### src/rtl/hb_pkg.sv
package hb_pkg;
  typedef enum logic [2:0] {
    LEG_OFF,
    LEG_HI,
    LEG_LO,
    LEG_GAP_HI,
    LEG_GAP_LO
  } leg_state_e;
endpackage

### src/rtl/hb_flag_sync.sv
module hb_flag_sync #(
  parameter int WIDTH  = 6,
  parameter int STAGES = 2
) (
  input  logic             clk,
  input  logic             rst_n,
  input  logic [WIDTH-1:0] d_in,
  output logic [WIDTH-1:0] d_out
);
  logic [WIDTH-1:0] stg [STAGES];

  always_ff @(posedge clk) begin
    if (!rst_n) stg[0] <= '0;
    else        stg[0] <= d_in;
  end

  for (genvar s = 1; s < STAGES; s++) begin : g_stage
    always_ff @(posedge clk) begin
      if (!rst_n) stg[s] <= '0;
      else        stg[s] <= stg[s-1];
    end
  end

  assign d_out = stg[STAGES-1];
endmodule

### src/rtl/hb_fault_latch.sv
module hb_fault_latch #(
  parameter int NOUT = 6
) (
  input  logic            clk,
  input  logic            rst_n,
  input  logic [NOUT-1:0] oc_s,
  input  logic [NOUT-1:0] ot_s,
  input  logic            trip_mode,
  input  logic            short_any,
  input  logic            reset_req,
  output logic [NOUT-1:0] disabled,
  output logic            ovl,
  output logic            clr_pulse
);
  logic            req_q;
  logic [NOUT-1:0] trip;

  assign trip = ot_s | (trip_mode ? '0 : oc_s);

  always_ff @(posedge clk) begin
    if (!rst_n) begin
      req_q     <= 1'b0;
      clr_pulse <= 1'b0;
      disabled  <= '0;
      ovl       <= 1'b0;
    end else begin
      req_q     <= reset_req;
      clr_pulse <= reset_req & ~req_q;
      disabled  <= clr_pulse ? '0 : (disabled | trip);
      ovl       <= clr_pulse ? 1'b0 : (ovl | short_any);
    end
  end


  single_pulse_chk: assert property (@(posedge clk) disable iff (!rst_n)
    clr_pulse |=> !clr_pulse);

  clear_effect_chk: assert property (@(posedge clk) disable iff (!rst_n)
    clr_pulse |=> (!ovl && disabled == '0));

  ovl_sticky_chk: assert property (@(posedge clk) disable iff (!rst_n)
    (ovl && !clr_pulse) |=> ovl);

  dis_sticky_chk: assert property (@(posedge clk) disable iff (!rst_n)
    !clr_pulse |=> ((disabled & $past(disabled)) == $past(disabled)));
endmodule

### src/rtl/hb_leg_interlock.sv
module hb_leg_interlock
  import hb_pkg::*;
#(
  parameter int DEAD_CYCLES = 8
) (
  input  logic clk,
  input  logic rst_n,
  input  logic want_hi,
  input  logic want_lo,
  output logic gate_hi,
  output logic gate_lo
);
  localparam int CW = (DEAD_CYCLES < 2) ? 1 : $clog2(DEAD_CYCLES + 1);
  localparam logic [CW-1:0] GAP_LOAD = CW'(DEAD_CYCLES - 1);

  leg_state_e state, state_n;
  logic [CW-1:0] cnt, cnt_n;
  logic only_hi, only_lo;

  assign only_hi = want_hi & ~want_lo;
  assign only_lo = want_lo & ~want_hi;

  always_comb begin
    state_n = state;
    cnt_n   = cnt;
    unique case (state)
      LEG_OFF: begin
        if (only_hi)      state_n = LEG_HI;
        else if (only_lo) state_n = LEG_LO;
      end
      LEG_HI: begin
        if (!want_hi) begin
          state_n = LEG_GAP_HI;
          cnt_n   = GAP_LOAD;
        end
      end
      LEG_LO: begin
        if (!want_lo) begin
          state_n = LEG_GAP_LO;
          cnt_n   = GAP_LOAD;
        end
      end
      LEG_GAP_HI: begin
        if (only_hi) state_n = LEG_HI;
        else if (cnt == '0) begin
          if (only_lo)                  state_n = LEG_LO;
          else if (!want_hi && !want_lo) state_n = LEG_OFF;
        end else cnt_n = cnt - 1'b1;
      end
      LEG_GAP_LO: begin
        if (only_lo) state_n = LEG_LO;
        else if (cnt == '0) begin
          if (only_hi)                  state_n = LEG_HI;
          else if (!want_hi && !want_lo) state_n = LEG_OFF;
        end else cnt_n = cnt - 1'b1;
      end
      default: state_n = LEG_OFF;
    endcase
  end

  always_ff @(posedge clk) begin
    if (!rst_n) begin
      state <= LEG_OFF;
      cnt   <= '0;
    end else begin
      state <= state_n;
      cnt   <= cnt_n;
    end
  end

  assign gate_hi = (state == LEG_HI);
  assign gate_lo = (state == LEG_LO);

  // Checker state: idle run length and last conducting side
  logic [CW-1:0] idle_run;
  logic          last_hi, last_lo;
  always_ff @(posedge clk) begin
    if (!rst_n) begin
      idle_run <= '0;
      last_hi  <= 1'b0;
      last_lo  <= 1'b0;
    end else begin
      if (gate_hi || gate_lo)          idle_run <= '0;
      else if (idle_run != CW'(DEAD_CYCLES)) idle_run <= idle_run + 1'b1;
      if (gate_hi) begin last_hi <= 1'b1; last_lo <= 1'b0; end
      if (gate_lo) begin last_lo <= 1'b1; last_hi <= 1'b0; end
    end
  end


  no_overlap_chk: assert property (@(posedge clk) disable iff (!rst_n)
    !(gate_hi && gate_lo));

  gap_to_lo_chk: assert property (@(posedge clk) disable iff (!rst_n)
    ($rose(gate_lo) && last_hi) |-> (idle_run >= CW'(DEAD_CYCLES)));

  gap_to_hi_chk: assert property (@(posedge clk) disable iff (!rst_n)
    ($rose(gate_hi) && last_lo) |-> (idle_run >= CW'(DEAD_CYCLES)));
endmodule

### src/rtl/hb_gate_ctrl.sv
module hb_gate_ctrl #(
  parameter int NLEGS       = 3,
  parameter int DEAD_CYCLES = 8,
  parameter int SYNC_STAGES = 2
) (
  input  logic               clk,
  input  logic               rst_n,
  input  logic [NLEGS-1:0]   hs_req,
  input  logic [NLEGS-1:0]   ls_req,
  input  logic [NLEGS-1:0]   pwm_sel_hs,
  input  logic [NLEGS-1:0]   pwm_sel_ls,
  input  logic               pwm_in,
  input  logic               inhibit,
  input  logic               trip_mode,
  input  logic               reset_req,
  input  logic [2*NLEGS-1:0] oc_flag,
  input  logic [2*NLEGS-1:0] ot_flag,
  output logic [NLEGS-1:0]   gate_hs,
  output logic [NLEGS-1:0]   gate_ls,
  output logic               overload,
  output logic [2*NLEGS-1:0] sw_status
);
  localparam int NOUT = 2 * NLEGS;

  logic [NOUT-1:0]  oc_s, ot_s, disabled;
  logic [NLEGS-1:0] dem_hs, dem_ls;
  logic             clr_pulse;

  hb_flag_sync #(.WIDTH(NOUT), .STAGES(SYNC_STAGES)) u_oc_sync (
    .clk(clk), .rst_n(rst_n), .d_in(oc_flag), .d_out(oc_s));
  hb_flag_sync #(.WIDTH(NOUT), .STAGES(SYNC_STAGES)) u_ot_sync (
    .clk(clk), .rst_n(rst_n), .d_in(ot_flag), .d_out(ot_s));

  for (genvar i = 0; i < NLEGS; i++) begin : g_dem
    assign dem_hs[i] = pwm_sel_hs[i] ? pwm_in : hs_req[i];
    assign dem_ls[i] = pwm_sel_ls[i] ? pwm_in : ls_req[i];
  end

  hb_fault_latch #(.NOUT(NOUT)) u_fault (
    .clk(clk), .rst_n(rst_n), .oc_s(oc_s), .ot_s(ot_s),
    .trip_mode(trip_mode), .short_any(|(dem_hs & dem_ls)),
    .reset_req(reset_req), .disabled(disabled), .ovl(overload),
    .clr_pulse(clr_pulse));

  for (genvar i = 0; i < NLEGS; i++) begin : g_leg
    hb_leg_interlock #(.DEAD_CYCLES(DEAD_CYCLES)) u_leg (
      .clk(clk), .rst_n(rst_n),
      .want_hi(dem_hs[i] & ~disabled[i] & ~inhibit),
      .want_lo(dem_ls[i] & ~disabled[NLEGS+i] & ~inhibit),
      .gate_hi(gate_hs[i]), .gate_lo(gate_ls[i]));
  end

  assign sw_status = {ls_req, hs_req} & ~disabled;


  inhibit_blank_chk: assert property (@(posedge clk) disable iff (!rst_n)
    inhibit |=> (gate_hs == '0 && gate_ls == '0));

  disabled_gate_off_chk: assert property (@(posedge clk) disable iff (!rst_n)
    $past(disabled != '0) |-> (({gate_ls, gate_hs} & $past(disabled)) == '0));
endmodule

### config.mk
export PLATFORM = sky130hd
export DESIGN_NAME = hb_gate_ctrl
export DESIGN_NICKNAME = d
export VERILOG_FILES = /design/src/rtl/hb_pkg.sv /design/src/rtl/hb_flag_sync.sv /design/src/rtl/hb_fault_latch.sv /design/src/rtl/hb_leg_interlock.sv /design/src/rtl/hb_gate_ctrl.sv
export SDC_FILE = /design/constraint.sdc
export NUM_CORES = 1
export LEC_CHECK = 0
export ABC_AREA = 0
export ABC_CLOCK_PERIOD_IN_PS = 2600
export BUFFER_PORTS_ARGS = -buffer_cell sky130_fd_sc_hd__buf_2
export CAP_MARGIN = 5
export CORE_ASPECT_RATIO = 0.6
export CORE_UTILIZATION = 55
export DETAILED_ROUTE_END_ITERATION = 10
export GPL_ROUTABILITY_DRIVEN = 1
export PLACE_DENSITY = 0.79
export SLEW_MARGIN = 20
export SYNTH_ARGS = -nofsm -noshare
export SYNTH_HDL_FRONTEND = slang
export SYNTH_SLANG_ARGS = --single-unit
### constraint.sdc
create_clock -name clk -period 2.6 [get_ports clk]
set_input_delay 0.26 -clock clk [delete_from_list [all_inputs] [get_ports clk]]
set_output_delay 0.26 -clock clk [all_outputs]
set_load 0.1 [all_outputs]
; After elaboration in Yosys (flattened, before gate mapping)
; Memory sizes are Yosys's and may differ from the RTL's.
; Index checks and enable logic that the tools add are counted.
[totals]
n_memories = 2
output_inout_bits = 13
inputBits = 30
ram_bits = 24
elab_cells = 185
mem_bits_ro = 0
latchBits = 0
regBits = 30
[op_classes]
n_bitwise = 44
n_eq_ne = 33
n_reduce_logical = 26
muxes = 67
addsub = 3
shift = 0
mul = 0
n_div = 0
order_cmp = 0
[mem_list]
columns = memory, depth, width, read_ports, rd_ports_with_merged_regs, write_ports, line_no
row1 = u_oc_sync.stg, 2, 6, 2, 0, 2, hb_flag_sync.sv:10  ; logic [WIDTH-1:0] stg [STAGES];
row2 = u_ot_sync.stg, 2, 6, 2, 0, 2, hb_flag_sync.sv:10
[ops]
columns = operator, n
row1 = 3-bit 2-to-1 mux, 33
row2 = 4-bit 2-to-1 mux, 15
row3 = 4-bit one-hot mux with 4 select lines, 3
row4 = 3-bit one-hot mux with 5 select lines, 3
row5 = 6-bit 2-to-1 mux, 5
row6 = 5-bit AND reduction, 6
row7 = 3-bit by 1-bit inequality test with 1-bit output (second input constant), 9
row8 = 2-bit inequality test (second input constant), 12
row9 = 1-bit AND, 19
row10 = 3-bit by 2-bit equality test with 1-bit output (second input constant), 6
row11 = 1-bit NOT, 15
row12 = 4-bit zero test, 3
row13 = 6-bit bitwise OR, 2
row14 = 4-bit nonzero test, 3
row15 = 4-bit by 1-bit subtractor with 4-bit output (second input constant), 3
row16 = 3-bit by 1-bit equality test with 1-bit output (second input constant), 3
row17 = 3-bit equality test (second input constant), 3
row18 = 3-bit zero test, 3
row19 = 1-bit 2-to-1 mux, 8
row20 = 6-bit AND, 1
row21 = 1-bit zero test, 6
row22 = 6-bit NOT, 1
row23 = 1-bit bitwise OR, 5
row24 = 3-bit AND, 1
row25 = 3 further kinds, 5

; Longest topological paths before layout
[depth]
word_depth = 10
depth_mapped = 7
mapped_depth_nobuf = 7

; By module
; Synthesis repeated with hierarchy kept, for this count alone.
[hier_totals]
cells_unflattened = 316
hier_area_um2 = 3160.5
[by_module_without_submodules]
columns = module, n_inst, seq_area_each_um2, area_per_inst_um2, cells_per_inst
row1 = hb_leg_interlock (g_leg[0].u_leg ...), 2, 140.1, 670.6, 70
row2 = hb_flag_sync, 2, 240.2, 336.6, 25
row3 = hb_leg_interlock (g_leg[2].u_leg), 1, 140.1, 615.6, 68
row4 = hb_fault_latch, 1, 180.2, 314.1, 32
row5 = hb_gate_ctrl, 1, 0.0, 216.5, 26

; Worst setup path after synthesis
; Ideal clock, no wire load.
[synth_timing]
path_kind = register to output
startpoint = register u_fault.disabled[5]
endpoint = output port sw_status[5]
path_buffers = 0
required_ns = 2.340
path_stages_with_launch = 2
arrival_time_ns = 1.688
slack_ns = 0.652
path_cell_list = dfxtp_1 > nor2b_1
[synth_between]
elab_chain_cells = 2
[synth_rtl]
columns = item, line_no
row1 = start: declaration, hb_fault_latch.sv:11  ; output logic [NOUT-1:0] disabled,
row2 = start signal: assignment, hb_fault_latch.sv:29  ; disabled <= clr_pulse ? '0 : (disabled | trip);
row3 = 6-bit NOT, hb_gate_ctrl.sv:53  ; assign sw_status = {ls_req, hs_req} & ~disabled;
row4 = 6-bit AND, hb_gate_ctrl.sv:53
row5 = end: declaration, hb_gate_ctrl.sv:21  ; output logic [2*NLEGS-1:0] sw_status
; Every way passes these cells.

; Worst setup path after layout
[layout_timing]
startpoint = register g_leg[2].u_leg.state[0]
endpoint = output port gate_hs[2]
[layout_between]
elab_chain_cells = 1
[layout_rtl]
columns = item, line_no
row1 = start: declaration, hb_leg_interlock.sv:16  ; leg_state_e state, state_n;
row2 = start signal: assignment, hb_leg_interlock.sv:66  ; state <= state_n;
row3 = 3-bit by 1-bit equality test with 1-bit output, hb_leg_interlock.sv:71  ; assign gate_hi = (state == LEG_HI);
row4 = end: declaration, hb_gate_ctrl.sv:18  ; output logic [NLEGS-1:0] gate_hs,
; Every way passes these cells.

==> metrics.csv <==
metric,value,unit
status,"finished, final reports clean",
"flops & latches, synth",54,
final RePlAce weighted congestion,0.888,
drt initial violations,136,
Area contributors post-synth,"dfxtp_1 (38%), and2_1 (6.4%), a211oi_1 (3.2%), nor2_1 (3.2%), inv_1 (2.6%)",
Yosys warnings,0,
Clock Tree Buf Depth,2,
uppermost routed layer,met4,
die height,57.8,um
"most common cell after layout, fill and taps aside",dfxtp_1,
max_cap viols,0,
Leakage,1.29,nW
syn nets,355,
largest net degree at the start of global routing,43,
top-area cell type share of the netlist area,37.9,%
Clock Latency Late Sink,320,ps
worst-case headroom to the max-slew limit,43.5,%
Clock Skew,6.94,ps
"Critical Path, Cell by Cell",or3b_1 -> inv_1 -> buf_2,
Syn Inst Count,322,
routed len/inst,15.2,um
fin. max-slew vios,0,
pre-CTS worst setup slack,591,ps
post-CTS sizing,0,
Post-synth ARST share,0,%
total negative slack,0,ps
CP Class,flip-flop to output pin,
Die Area,0.00549,mm2
Post-Syn Area per Cell,8.86,um2
CTS tree,built,
Setup crit start kind,flip-flop,
FP Rows,19,
Hold Slack,143,ps
met3 wire len,571,um
Total Wirelength,6.32,mm
dpl cells,408,
clk slew on worst S/H paths,100,ps
Final HPWL DP,4.66,mm
Detail Route Antenna Nets,0,
final hold vios,0,
GRT overflow,0,
metal2 WL,2.68,mm
initial antenna violation count,0,
fin crit share,80.9,%
nets,385,
Slew @ Worst Pin,846,ps
detailed-route via count,2512,
min-delay src,oc_flag[1],
# setup viols final,0,
clock buffer count from CTS,5,
"EDFF count, synth",0,
die width,95.0,um
slowest cell delay on critical path,540,ps
Remaining DRCs,0,
Sinks on Clock Net,54,
Reg-to-Reg Start,g_leg[1].u_leg.state[1]$_SDFFE_PN0P_,
worst setup path startpoint,g_leg[2].u_leg.state[0]$_SDFFE_PN0P_,
io pins,43,
largest area contributor in the netlist,dfxtp_1,
Final min period,2100,ps
IO buf count,42,
clk root buf,clkbuf_8,
Critical Path Fanout Max,11,
fin worst setup slack,497,ps
Worst EP required,2340,ps
vias in the first global route,2362,
Worst path slowest cell,dfxtp_1,
GRT Resource Usage Total,25.2,%
power per cell area,880,mW/mm2
H-tree depth,2,
most frequent cells in the layout,"dfxtp_1 (54), buf_2 (42), and2_1 (29), nor2_1 (24), inv_1 (20)",
"Setup Fix Bufs, Post-CTS",0,
critical path capture point type,output pin,
Initial Utilization,59.7,%
register area share after synthesis,37.9,%
Max Freq,475,MHz
Post-Layout Cell Count,416,
Met1 Routed Length,3.00,mm
maximum vdd drop,0.468,mV
antenna diode count,0,
Worst EP arrival,1840,ps
RSZ-0062 raised after global routing,false,
most common flop cell mapped by yosys,dfxtp_1,
Post-Syn Area,0.00285,mm2
layout cell share with drive strength beyond 1,19.3,%
first-pass GRT wire length,10.7,mm
number of library cell types mapped by synthesis,66,
synthesis-to-layout area growth,9.13,%
Hold Crit Class,input pin to flip-flop,
# hold bufs at CTS,0,
Core ar.,0.00478,mm2
drt via density,6.04,
router iterations before antenna repair,4,
worst max-delay path: cells and delay by family, from the launching register on:
kind | cells | cell delay [ps]
buffers and inverters | 2 | 560
DFF | 1 | 540
and+or+nand+nor | 1 | 420
final timing paths:
check	slack, ps	cells after the start	end
setup / recovery	500	3	gate_hs[2]
hold / removal	140	2	u_oc_sync.stg[0][1]$_SDFF_PN0_
hold reg to reg	410	1	u_fault.clr_pulse$_SDFF_PN0_
setup reg to reg	530	5	g_leg[1].u_leg.cnt[2]$_SDFFE_PN0P_
state kept, by name (all words and copies together) (netlist names):
| name | flops |
|---|---|
| u_fault.req_q | 1 |
| g_leg.u_leg.cnt | 12 |
| u_ot_sync.stg | 12 |
| u_fault.ovl | 1 |
| u_fault.disabled | 6 |
| u_oc_sync.stg | 12 |
| u_fault.clr_pulse | 1 |
| g_leg.u_leg.state | 9 |
cell usage after synthesis, types with 3 or more instances:
master	n
dfxtp_1	54
and2_1	29
nor2_1	24
inv_1	20
nand2_1	15
a211oi_1	12
o21ai_0	12
nor3_1	11
a21oi_1	9
buf_4	8
nor2b_1	8
mux2i_1	7
nor3b_1	7
nor4_1	7
clkbuf_1	6
a31oi_1	5
nand2b_1	4
o211ai_1	4
a2111oi_2	3
ha_1	3
nand3_1	3
nand3b_1	3
o21bai_1	3
o311a_1	3
o31ai_1	3
o32ai_1	3
routing by layer:
layer  vias to the layer above  global-route usage, %
met2                       109                   39.7
met3                        11                   8.92
li1                       1241                      -
met5                         -                      0
met1                      1151                   32.8
met4                         0                   7.36
area by class of cell:
type | instances | area [um2]
inverter | 20 | 75.1
timing repair buffer | 44 | 225
fill | 408 | 1670
multi-input combinational | 227 | 1550
tap | 63 | 78.8
clock buffer | 5 | 68.8
clock inverter | 3 | 28.8
sequential | 54 | 1080
through the flow:
| stage | power (mW) | instance area [um2] | utilization (%) |
|---|---|---|---|
| 6_report | 2.74 | 3110 | 65.1 |
| 4_1_cts | 2.73 | 3110 | 65.1 |
| 5_1_grt | 2.91 | 3110 | 65.1 |
| 3_3_place_gp | 2.19 | 3010 | 63.1 |
| 3_5_place_dp | 2.22 | 3010 | 63.1 |
| 2_1_floorplan | 2.07 | 2850 | - |
power by group:
part	switching, mW	leakage (nW)	total [mW]	internal, mW
clock	0.310	0.0506	0.512	0.202
sequential	0.129	0.445	1.07	0.940
combinational	0.732	0.790	1.16	0.426
logic make-up after synthesis:
family          after synthesis  share of synthesized area, %
compound gates               88                          24.3
mux                          11                          4.30
flops                        54                          37.9
fa+ha+maj                     3                          1.32
simple gates                125                          24.6
buf+inv                      41                          7.59
Note: power is estimated with default switching activity, not from simulation.
